**src/rtl/regbank_pkg.sv**
```systemverilog
package regbank_pkg;

  // Physical slot of an integer index: bank 0 low regs at 0..LOW-1,
  // bank 1 low regs at LOW..2*LOW-1, shared regs after both banks.
  function automatic int unsigned int_slot(int unsigned idx, logic bank,
                                           int unsigned low_n);
    if (idx < low_n) return bank ? idx + low_n : idx;
    return idx + low_n;
  endfunction

  // Physical slot of an FP index: front set first, extended set after it.
  function automatic int unsigned fp_slot(int unsigned idx, logic bank,
                                          int unsigned set_n);
    return bank ? idx + set_n : idx;
  endfunction

endpackage

```
**src/rtl/bank_edge.sv**
```systemverilog
module bank_edge #(
  parameter logic RST_VAL = 1'b0
) (
  input  logic clk,
  input  logic rst_n,
  input  logic sel,
  output logic flip
);
  logic sel_q;

  always_ff @(posedge clk or negedge rst_n) begin
    if (!rst_n) sel_q <= RST_VAL;
    else        sel_q <= sel;
  end

  assign flip = sel ^ sel_q;
endmodule

```
**src/rtl/int_bank_file.sv**
```systemverilog
module int_bank_file
  import regbank_pkg::*;
#(
  parameter int DATA_W = 32,
  parameter int LOW_N  = 8,
  parameter int VIS_N  = 16
) (
  input  logic                       clk,
  input  logic                       rst_n,
  input  logic                       bank,
  input  logic [$clog2(VIS_N)-1:0]   ra_idx,
  output logic [DATA_W-1:0]          ra_data,
  input  logic [$clog2(VIS_N)-1:0]   rb_idx,
  output logic [DATA_W-1:0]          rb_data,
  input  logic                       we,
  input  logic [$clog2(VIS_N)-1:0]   w_idx,
  input  logic [DATA_W-1:0]          w_data,
  input  logic [$clog2(LOW_N)-1:0]   xr_idx,
  output logic [DATA_W-1:0]          xr_data,
  input  logic                       xwe,
  input  logic [$clog2(LOW_N)-1:0]   xw_idx,
  input  logic [DATA_W-1:0]          xw_data
);
  localparam int PHYS_N = VIS_N + LOW_N;
  localparam int SLOT_W = $clog2(PHYS_N);

  logic [DATA_W-1:0] regs [PHYS_N];
  logic [SLOT_W-1:0] ra_slot, rb_slot, w_slot, xr_slot, xw_slot;

  assign ra_slot = SLOT_W'(int_slot(32'(ra_idx), bank, LOW_N));
  assign rb_slot = SLOT_W'(int_slot(32'(rb_idx), bank, LOW_N));
  assign w_slot  = SLOT_W'(int_slot(32'(w_idx), bank, LOW_N));
  assign xr_slot = SLOT_W'(int_slot(32'(xr_idx), ~bank, LOW_N));
  assign xw_slot = SLOT_W'(int_slot(32'(xw_idx), ~bank, LOW_N));

  always_ff @(posedge clk or negedge rst_n) begin
    if (!rst_n) begin
      for (int i = 0; i < PHYS_N; i++) regs[i] <= '0;
    end else begin
      if (we)  regs[w_slot]  <= w_data;
      if (xwe) regs[xw_slot] <= xw_data;
    end
  end

  assign ra_data = regs[ra_slot];
  assign rb_data = regs[rb_slot];
  assign xr_data = regs[xr_slot];
endmodule

```
**src/rtl/fp_bank_file.sv**
```systemverilog
module fp_bank_file
  import regbank_pkg::*;
#(
  parameter int DATA_W = 32,
  parameter int SET_N  = 16
) (
  input  logic                       clk,
  input  logic                       rst_n,
  input  logic                       bank,
  input  logic [$clog2(SET_N)-1:0]   rd_idx,
  output logic [DATA_W-1:0]          rd_data,
  input  logic [$clog2(SET_N)-1:0]   xr_idx,
  output logic [DATA_W-1:0]          xr_data,
  input  logic                       we,
  input  logic [$clog2(SET_N)-1:0]   w_idx,
  input  logic [DATA_W-1:0]          w_data
);
  localparam int PHYS_N = 2 * SET_N;
  localparam int SLOT_W = $clog2(PHYS_N);

  logic [DATA_W-1:0] regs [PHYS_N];
  logic [SLOT_W-1:0] rd_slot, xr_slot, w_slot;

  assign rd_slot = SLOT_W'(fp_slot(32'(rd_idx), bank, SET_N));
  assign xr_slot = SLOT_W'(fp_slot(32'(xr_idx), ~bank, SET_N));
  assign w_slot  = SLOT_W'(fp_slot(32'(w_idx), bank, SET_N));

  always_ff @(posedge clk or negedge rst_n) begin
    if (!rst_n) begin
      for (int i = 0; i < PHYS_N; i++) regs[i] <= '0;
    end else if (we) begin
      regs[w_slot] <= w_data;
    end
  end

  assign rd_data = regs[rd_slot];
  assign xr_data = regs[xr_slot];
endmodule

```
**src/rtl/bank_regfile.sv**
```systemverilog
module bank_regfile #(
  parameter int DATA_W = 32,
  parameter int LOW_N  = 8,
  parameter int VIS_N  = 16,
  parameter int FP_N   = 16
) (
  input  logic                      clk,
  input  logic                      rst_n,
  input  logic                      int_bank_sel,
  input  logic                      fp_bank_sel,
  input  logic [$clog2(VIS_N)-1:0]  rd_a_idx,
  output logic [DATA_W-1:0]         rd_a_data,
  input  logic [$clog2(VIS_N)-1:0]  rd_b_idx,
  output logic [DATA_W-1:0]         rd_b_data,
  input  logic                      wr_en,
  input  logic [$clog2(VIS_N)-1:0]  wr_idx,
  input  logic [DATA_W-1:0]         wr_data,
  input  logic [$clog2(LOW_N)-1:0]  alt_rd_idx,
  output logic [DATA_W-1:0]         alt_rd_data,
  input  logic                      alt_wr_en,
  input  logic [$clog2(LOW_N)-1:0]  alt_wr_idx,
  input  logic [DATA_W-1:0]         alt_wr_data,
  input  logic [$clog2(FP_N)-1:0]   fp_rd_idx,
  output logic [DATA_W-1:0]         fp_rd_data,
  input  logic [$clog2(FP_N)-1:0]   fx_rd_idx,
  output logic [DATA_W-1:0]         fx_rd_data,
  input  logic                      fp_wr_en,
  input  logic [$clog2(FP_N)-1:0]   fp_wr_idx,
  input  logic [DATA_W-1:0]         fp_wr_data
);
  // Named swap events, brought out for the bound checker.
  logic int_flip;
  logic fp_flip;

  bank_edge #(.RST_VAL(1'b1)) u_int_edge (
    .clk(clk), .rst_n(rst_n), .sel(int_bank_sel), .flip(int_flip)
  );

  bank_edge #(.RST_VAL(1'b0)) u_fp_edge (
    .clk(clk), .rst_n(rst_n), .sel(fp_bank_sel), .flip(fp_flip)
  );

  int_bank_file #(.DATA_W(DATA_W), .LOW_N(LOW_N), .VIS_N(VIS_N)) u_int (
    .clk(clk), .rst_n(rst_n), .bank(int_bank_sel),
    .ra_idx(rd_a_idx), .ra_data(rd_a_data),
    .rb_idx(rd_b_idx), .rb_data(rd_b_data),
    .we(wr_en), .w_idx(wr_idx), .w_data(wr_data),
    .xr_idx(alt_rd_idx), .xr_data(alt_rd_data),
    .xwe(alt_wr_en), .xw_idx(alt_wr_idx), .xw_data(alt_wr_data)
  );

  fp_bank_file #(.DATA_W(DATA_W), .SET_N(FP_N)) u_fp (
    .clk(clk), .rst_n(rst_n), .bank(fp_bank_sel),
    .rd_idx(fp_rd_idx), .rd_data(fp_rd_data),
    .xr_idx(fx_rd_idx), .xr_data(fx_rd_data),
    .we(fp_wr_en), .w_idx(fp_wr_idx), .w_data(fp_wr_data)
  );
endmodule

```
**config.mk**
```make
export PLATFORM = sky130hd
export DESIGN_NAME = bank_regfile
export DESIGN_NICKNAME = d
export VERILOG_FILES = /design/src/rtl/regbank_pkg.sv /design/src/rtl/bank_edge.sv /design/src/rtl/int_bank_file.sv /design/src/rtl/fp_bank_file.sv /design/src/rtl/bank_regfile.sv
export SDC_FILE = /design/constraint.sdc
export NUM_CORES = 2
export LEC_CHECK = 0
export ABC_CLOCK_PERIOD_IN_PS = 3350
export BUFFER_PORTS_ARGS = -buffer_cell sky130_fd_sc_hd__buf_4
export CELL_PAD_IN_SITES_DETAIL_PLACEMENT = 1
export CELL_PAD_IN_SITES_GLOBAL_PLACEMENT = 1
export CORE_MARGIN = 2
export CORE_UTILIZATION = 52
export DETAILED_ROUTE_END_ITERATION = 10
export HOLD_SLACK_MARGIN = 0.05
export PLACE_DENSITY = 0.88
export REMOVE_ABC_BUFFERS = 1
export SLEW_MARGIN = 30
export SYNTH_ARGS = -nofsm -noshare
export SYNTH_HDL_FRONTEND = slang
export SYNTH_SLANG_ARGS = --single-unit
```
**constraint.sdc**
```tcl
create_clock -name clk -period 3.35 [get_ports clk]
set_input_delay 0.8375 -clock clk [delete_from_list [all_inputs] [get_ports clk]]
set_output_delay 0.8375 -clock clk [all_outputs]
set_load 0.01 [all_outputs]
```
==> run summary, run 1 <==
syn avg cell area: 11.67 µm²
status: aborted with a tool error
count of unique library cells instantiated by Yosys: 41
detailed placement HPWL: 278.0 mm
First Err: [ERROR GRT-0232] Routing congestion too high. Check the congestion heatmap in the GUI.
I/O pin count: 293
last flow stage reached: 5_1_grt
Worst-path end type: top-level output
Gate Count Post-Synth: 9,009
Syn. warnings: 0
worst setup slack before clock tree synthesis: -0.3221 ns
Cell Count Post-Placement: 11,713
netlist area before placement: 105,200 µm²
number of clock sinks: 1,792
Final GP Congestion: 0.9383
sequential share of the synthesized area: 42.64%
height of the die: 453.7 µm
antenna violations before repair: 103
CTS root buffer: sky130_fd_sc_hd__clkbuf_16
width of the die: 453.7 µm
maximum number of pins on one net before global-route repair: 118
cell area after placement: 115,200 µm²
GRT Residual Overflow: 45
Initial Utilization: 52.14%
number of buffers on the longest clock path: 3
GRT repair_timing worst endpoint: rd_b_data[16]
I/O Buffers: 292
FP Rows: 165
Seq cells post-synth: 1,792
clock buffer count from CTS: 195
GRT Util Overall: 76.20%
number of H-tree levels: 4
## kinds of logic after synthesis
family | after synthesis | synth area share [%]
buffers and inverters | 951 | 3.932
and+or+nand+nor | 1371 | 5.522
AOI/OAI and AO/OA | 1343 | 7.822
DFF | 1792 | 42.64
muxes | 3552 | 40.09
## metal layers
layer | GRT usage [%] | GRT overflow
met5 | 44.10 | 0
met4 | 76.76 | 20
met3 | 66.31 | 0
met2 | 88.99 | 24
met1 | 74.21 | 1
## synthesized netlist by cell type
| cell type | n | share of area [%] |
|---|---|---|
| sky130_fd_sc_hd__a21oi_1 | 563 | 2.7 |
| sky130_fd_sc_hd__a221oi_1 | 64 | 0.53 |
| sky130_fd_sc_hd__a22o_1 | 128 | 1.1 |
| sky130_fd_sc_hd__a22oi_1 | 230 | 1.6 |
| sky130_fd_sc_hd__a31oi_1 | 64 | 0.38 |
| sky130_fd_sc_hd__a32oi_1 | 26 | 0.22 |
| sky130_fd_sc_hd__and2_1 | 9 | 0.054 |
| sky130_fd_sc_hd__and3_1 | 4 | 0.024 |
| sky130_fd_sc_hd__and3b_1 | 3 | 0.025 |
| sky130_fd_sc_hd__buf_1 | 108 | 0.39 |
| sky130_fd_sc_hd__buf_2 | 317 | 1.5 |
| sky130_fd_sc_hd__buf_4 | 27 | 0.19 |
| sky130_fd_sc_hd__buf_6 | 9 | 0.096 |
| sky130_fd_sc_hd__clkbuf_1 | 488 | 1.7 |
| sky130_fd_sc_hd__dfrtp_1 | 1792 | 43 |
| sky130_fd_sc_hd__inv_1 | 2 | 0.0071 |
| sky130_fd_sc_hd__mux2_1 | 34 | 0.36 |
| sky130_fd_sc_hd__mux2_2 | 1278 | 14 |
| sky130_fd_sc_hd__mux2i_1 | 1843 | 18 |
| sky130_fd_sc_hd__mux4_2 | 397 | 8.5 |
| sky130_fd_sc_hd__nand2_1 | 606 | 2.2 |
| sky130_fd_sc_hd__nand2b_1 | 7 | 0.042 |
| sky130_fd_sc_hd__nand3_1 | 249 | 1.2 |
| sky130_fd_sc_hd__nand3b_1 | 6 | 0.043 |
| sky130_fd_sc_hd__nand3b_4 | 1 | 0.019 |
| sky130_fd_sc_hd__nor2_1 | 382 | 1.4 |
| sky130_fd_sc_hd__nor2_2 | 5 | 0.030 |
| sky130_fd_sc_hd__nor2b_1 | 14 | 0.083 |
| sky130_fd_sc_hd__nor3_1 | 66 | 0.31 |
| sky130_fd_sc_hd__nor3_2 | 1 | 0.0095 |
| sky130_fd_sc_hd__nor3b_1 | 4 | 0.029 |
| sky130_fd_sc_hd__nor3b_2 | 5 | 0.059 |
| sky130_fd_sc_hd__nor4_2 | 1 | 0.012 |
| sky130_fd_sc_hd__nor4b_4 | 1 | 0.023 |
| sky130_fd_sc_hd__o2111ai_1 | 1 | 0.0083 |
| sky130_fd_sc_hd__o211ai_1 | 11 | 0.079 |
| sky130_fd_sc_hd__o21ai_0 | 185 | 0.88 |
| sky130_fd_sc_hd__o21ai_1 | 71 | 0.34 |
| sky130_fd_sc_hd__or2_2 | 5 | 0.030 |
| sky130_fd_sc_hd__or3b_1 | 1 | 0.0083 |
| sky130_fd_sc_hd__or3b_2 | 1 | 0.0083 |
## metrics by stage
step	hold WS [ns]	utilization (%)
floorplan	0.4698	-
global placement	0.4900	57.11
detailed placement	0.4982	57.13
CTS	0.2559	62.62
## repair_timing
| item | 4_1_cts |
|---|---|
| hold buffers | 1 |
| gates cloned | 34 |
| endpoints found under the hold margin | 23 |
| pin swaps | 109 |
| gates resized for setup | 443 |
| endpoints found under the setup margin | 141 |
| setup buffers | 189 |
==> run 2, diff against run 1 <==
Settings changed: CELL_PAD_IN_SITES_DETAIL_PLACEMENT 1 to not set, CELL_PAD_IN_SITES_GLOBAL_PLACEMENT 1 to not set, CORE_UTILIZATION 52 to 40, HOLD_SLACK_MARGIN 0.05 to not set, PLACE_DENSITY 0.88 to not set, PLACE_DENSITY_LB_ADDON set to 0.15.
==> run summary, run 2 <==
status: complete, but fails checks
failing checks: negative setup slack
Final GP Congestion: 0.9131 (-2.7%)
leading cell type in the layout, fill and taps excluded: sky130_fd_sc_hd__mux2i_1
number of buffers on the longest clock path: 3 (unchanged)
GRT Residual Overflow: 0
shortest clock period the worst path allows after layout: 3.494 ns
Critical Path RT: 2.51 ns
number of flops mapped to enable cells by yosys: 0 (unchanged)
commonest register cell after synthesis: sky130_fd_sc_hd__dfrtp_1
TritonCTS clock tree: done
unrepaired setup endpoints after global routing: true
Hold WC Path Type: primary input to flip-flop
nature of the critical path startpoint: primary input
most frequently used cell type in the post-synthesis netlist: sky130_fd_sc_hd__mux2i_1
worst-skew pair later-pin latency: 0.85 ns
max-slew violation count: 0
I/O pin count: 293 (unchanged)
post-route setup TNS: -2.679 ns
Cell Count Post-Placement: 12,629 (+7.8%)
number of violations reported at the end of detailed-routing iteration 0: 8,073
fill cell count: 23,279
I/O Buffers: 292 (unchanged)
Final ANT Viol Nets: 0
multi-input gate area in the final layout: 57,800 µm²
DR pass1 iterations: 5
vias in the first global route: 82,322
GRT Util Overall: 30.78%
area enclosed by the die boundary: 267,100 µm²
routed via count divided by cell count: 6.189
CTS root buffer: sky130_fd_sc_hd__clkbuf_16
detailed placement HPWL: 258.4 mm (-7.0%)
Worst Setup Path Type: primary input to output pin
share of cells above drive strength 1: 36.54%
syn avg cell area: 11.67 µm² (unchanged)
netlist area before placement: 105,200 µm² (unchanged)
endpoints failing setup: 50
Crit Path Max Fanout: 8
share of Yosys cell area claimed by the top area cell type: 42.64% (unchanged)
PD cells: 572.1 nW/µm²
number of clock sinks: 1,792 (unchanged)
Crit. End Element: output pin
maximum ir drop on the vdd rail: 0.5876 mV
Gate Count Post-Synth: 9,009 (unchanged)
number of H-tree levels: 4 (unchanged)
dominant cell type by area after synthesis: sky130_fd_sc_hd__dfrtp_1
clock skew: 0 ns
Async SR Flop Fraction: 100.0% (unchanged)
Syn. warnings: 0 (unchanged)
most used cells in the layout excluding fill and tap cells: sky130_fd_sc_hd__mux2i_1 (1,826), sky130_fd_sc_hd__dfrtp_1 (1,789), sky130_fd_sc_hd__mux2_2 (1,249), sky130_fd_sc_hd__buf_4 (795), sky130_fd_sc_hd__a21oi_1 (559)
DRC violation count after routing: 0
FF/Latch Area: 44,850 µm²
total via count after detailed routing: 81,977
CP arrival: 2.66 ns
Max transition margin: 29.21%
final worst-path cycle share: 104.3%
maximum number of pins on one net before global-route repair: 127
Worst-path clk slew: 0.06 ns
height of the die: 516.8 µm (+14%)
leading cell types by count after synthesis: sky130_fd_sc_hd__mux2i_1 (1,843), sky130_fd_sc_hd__dfrtp_1 (1,792), sky130_fd_sc_hd__mux2_2 (1,278), sky130_fd_sc_hd__nand2_1 (606), sky130_fd_sc_hd__a21oi_1 (563)
synth top area cells: sky130_fd_sc_hd__dfrtp_1 (43%), sky130_fd_sc_hd__mux2i_1 (18%), sky130_fd_sc_hd__mux2_2 (14%), sky130_fd_sc_hd__mux4_2 (8.5%), sky130_fd_sc_hd__a21oi_1 (2.7%)
static power due to leakage: 60.15 nW
registers with the most flip-flops: u_fp.regs x1024, u_int.regs x768
Initial Utilization: 40.14% (-12 points)
detailed-route wire length: 421.6 mm
wire length of the first global-routing pass: 602.0 mm
FP Rows: 188 (+14%)
flip-flop count of the largest register, all copies and words added: 1,024
final net count: 9,685
worst-case setup margin in the final layout: -0.1440 ns
count of unique library cells instantiated by Yosys: 41 (unchanged)
clock buffer count from CTS: 206 (+5.6%)
Non-Filler Instances: 13,245
number of maximum-capacitance constraint violations: 0
width of the die: 516.8 µm (+14%)
detailed-route wire length per cell: 31.83 µm
antenna violations before repair: 19
actual slew at the worst max-slew pin: 1.062 ns
core outline area: 262,000 µm²
Achievable Freq: 286.2 MHz
Seq cells post-synth: 1,792 (unchanged)
final hold viol count: 0
Biggest register: u_fp.regs
Layout area overhead: 22.97%
sequential share of the synthesized area: 42.64% (unchanged)
-- run 2: cell counts after synthesis --
No cell type changed its count.
-- run 2: where the power goes --
| group | switching [W] | internal, W |
|---|---|---|
| sequential | 0.00434 | 0.0264 |
| combinational | 0.00839 | 0.0104 |
| clock | 0.00984 | 0.0147 |
-- run 2: worst max-delay path: stages --
cell	delay (ns)
sky130_fd_sc_hd__buf_16	0.15
sky130_fd_sc_hd__buf_16	0.18
sky130_fd_sc_hd__buf_12	0.14
sky130_fd_sc_hd__mux4_2	0.49
sky130_fd_sc_hd__mux2_4	0.29
sky130_fd_sc_hd__a32oi_2	0.21
sky130_fd_sc_hd__nand2_2	0.16
sky130_fd_sc_hd__buf_6	0.15
-- run 2: cell families (layout without fill, tap and decap cells) --
logic type,after synthesis,count (layout),share of synthesized area [%]
other,0,11,0
multiplexers,3552,3552,40.09
buffers and inverters,951,1661,3.932
AO/OA/AOI/OAI,1343,1343,7.822
AND/OR/NAND/NOR,1371,1371,5.522
flip-flops,1792,1792,42.64
-- run 2: final cells by class --
cell class / instances / area share [%]
Antenna cell: 11 / 0.02128
Inverter: 2 / 0.005804
Multi-Input combinational cell: 6266 / 44.69
Sequential cell: 1792 / 34.67
Tap cell: 3515 / 3.400
Clock buffer: 298 / 4.714
Clock inverter: 77 / 0.9181
Timing Repair Buffer: 1284 / 11.58
-- run 2: stage by stage --
step | total power, W | instance area, µm² | worst slack (ns) | hold WS [ns] | utilization [%]
after global placement | 0.04735 | 117100 | -0.3019 | 0.4893 | 44.69
after global routing | 0.07714 | 129300 | -0.2362 | 0.2910 | 49.35
final | 0.07399 | 129300 | -0.1440 | 0.3253 | 49.36
after CTS | 0.07364 | 127800 | -0.1722 | 0.2616 | 48.78
after detailed placement | 0.04800 | 117100 | -0.3133 | 0.4951 | 44.69
after floorplan | 0.04042 | 101000 | -3.279 | 0.4698 | -
-- run 2: path summary, 6_finish.rpt --
path | slack (ns) | end | cells past startpoint | from
max | -0.14 | rd_a_data[2] | 8 | rd_a_idx[0]
min | 0.33 | u_int.regs[760] | 3 | alt_wr_data[24]
max reg2reg | 2.23 | u_int.regs[571] | 5 | u_int.regs[571]
min reg2reg | 0.51 | u_fp.regs[628] | 1 | u_fp.regs[628]
max in group asynchronous | 1.62 | u_int.regs[57] | 4 | rst_n
min in group asynchronous | 0.57 | u_int.regs[565] | 2 | rst_n
-- run 2: per-layer routing --
metal / track usage, % / share of wire [%] / vias to the layer above
met2: 49.26 / 46 / 3819
met5: 0 / 0.027 / -
li1: - / - / 34570
met4: 12.98 / 4.7 / 20
met1: 40.68 / 41 / 42573
met3: 6.022 / 7.6 / 995
-- run 2: repair_timing --
action	in CTS	in global routing
pin swaps	67	96
cloned	37	11
endpoints found under the setup margin	134	125
gates resized for setup	319	196
hold endpoints to repair	37	0
setup buffers	121	71
hold buffers	1	0
Power figures use the tool's default switching activity.
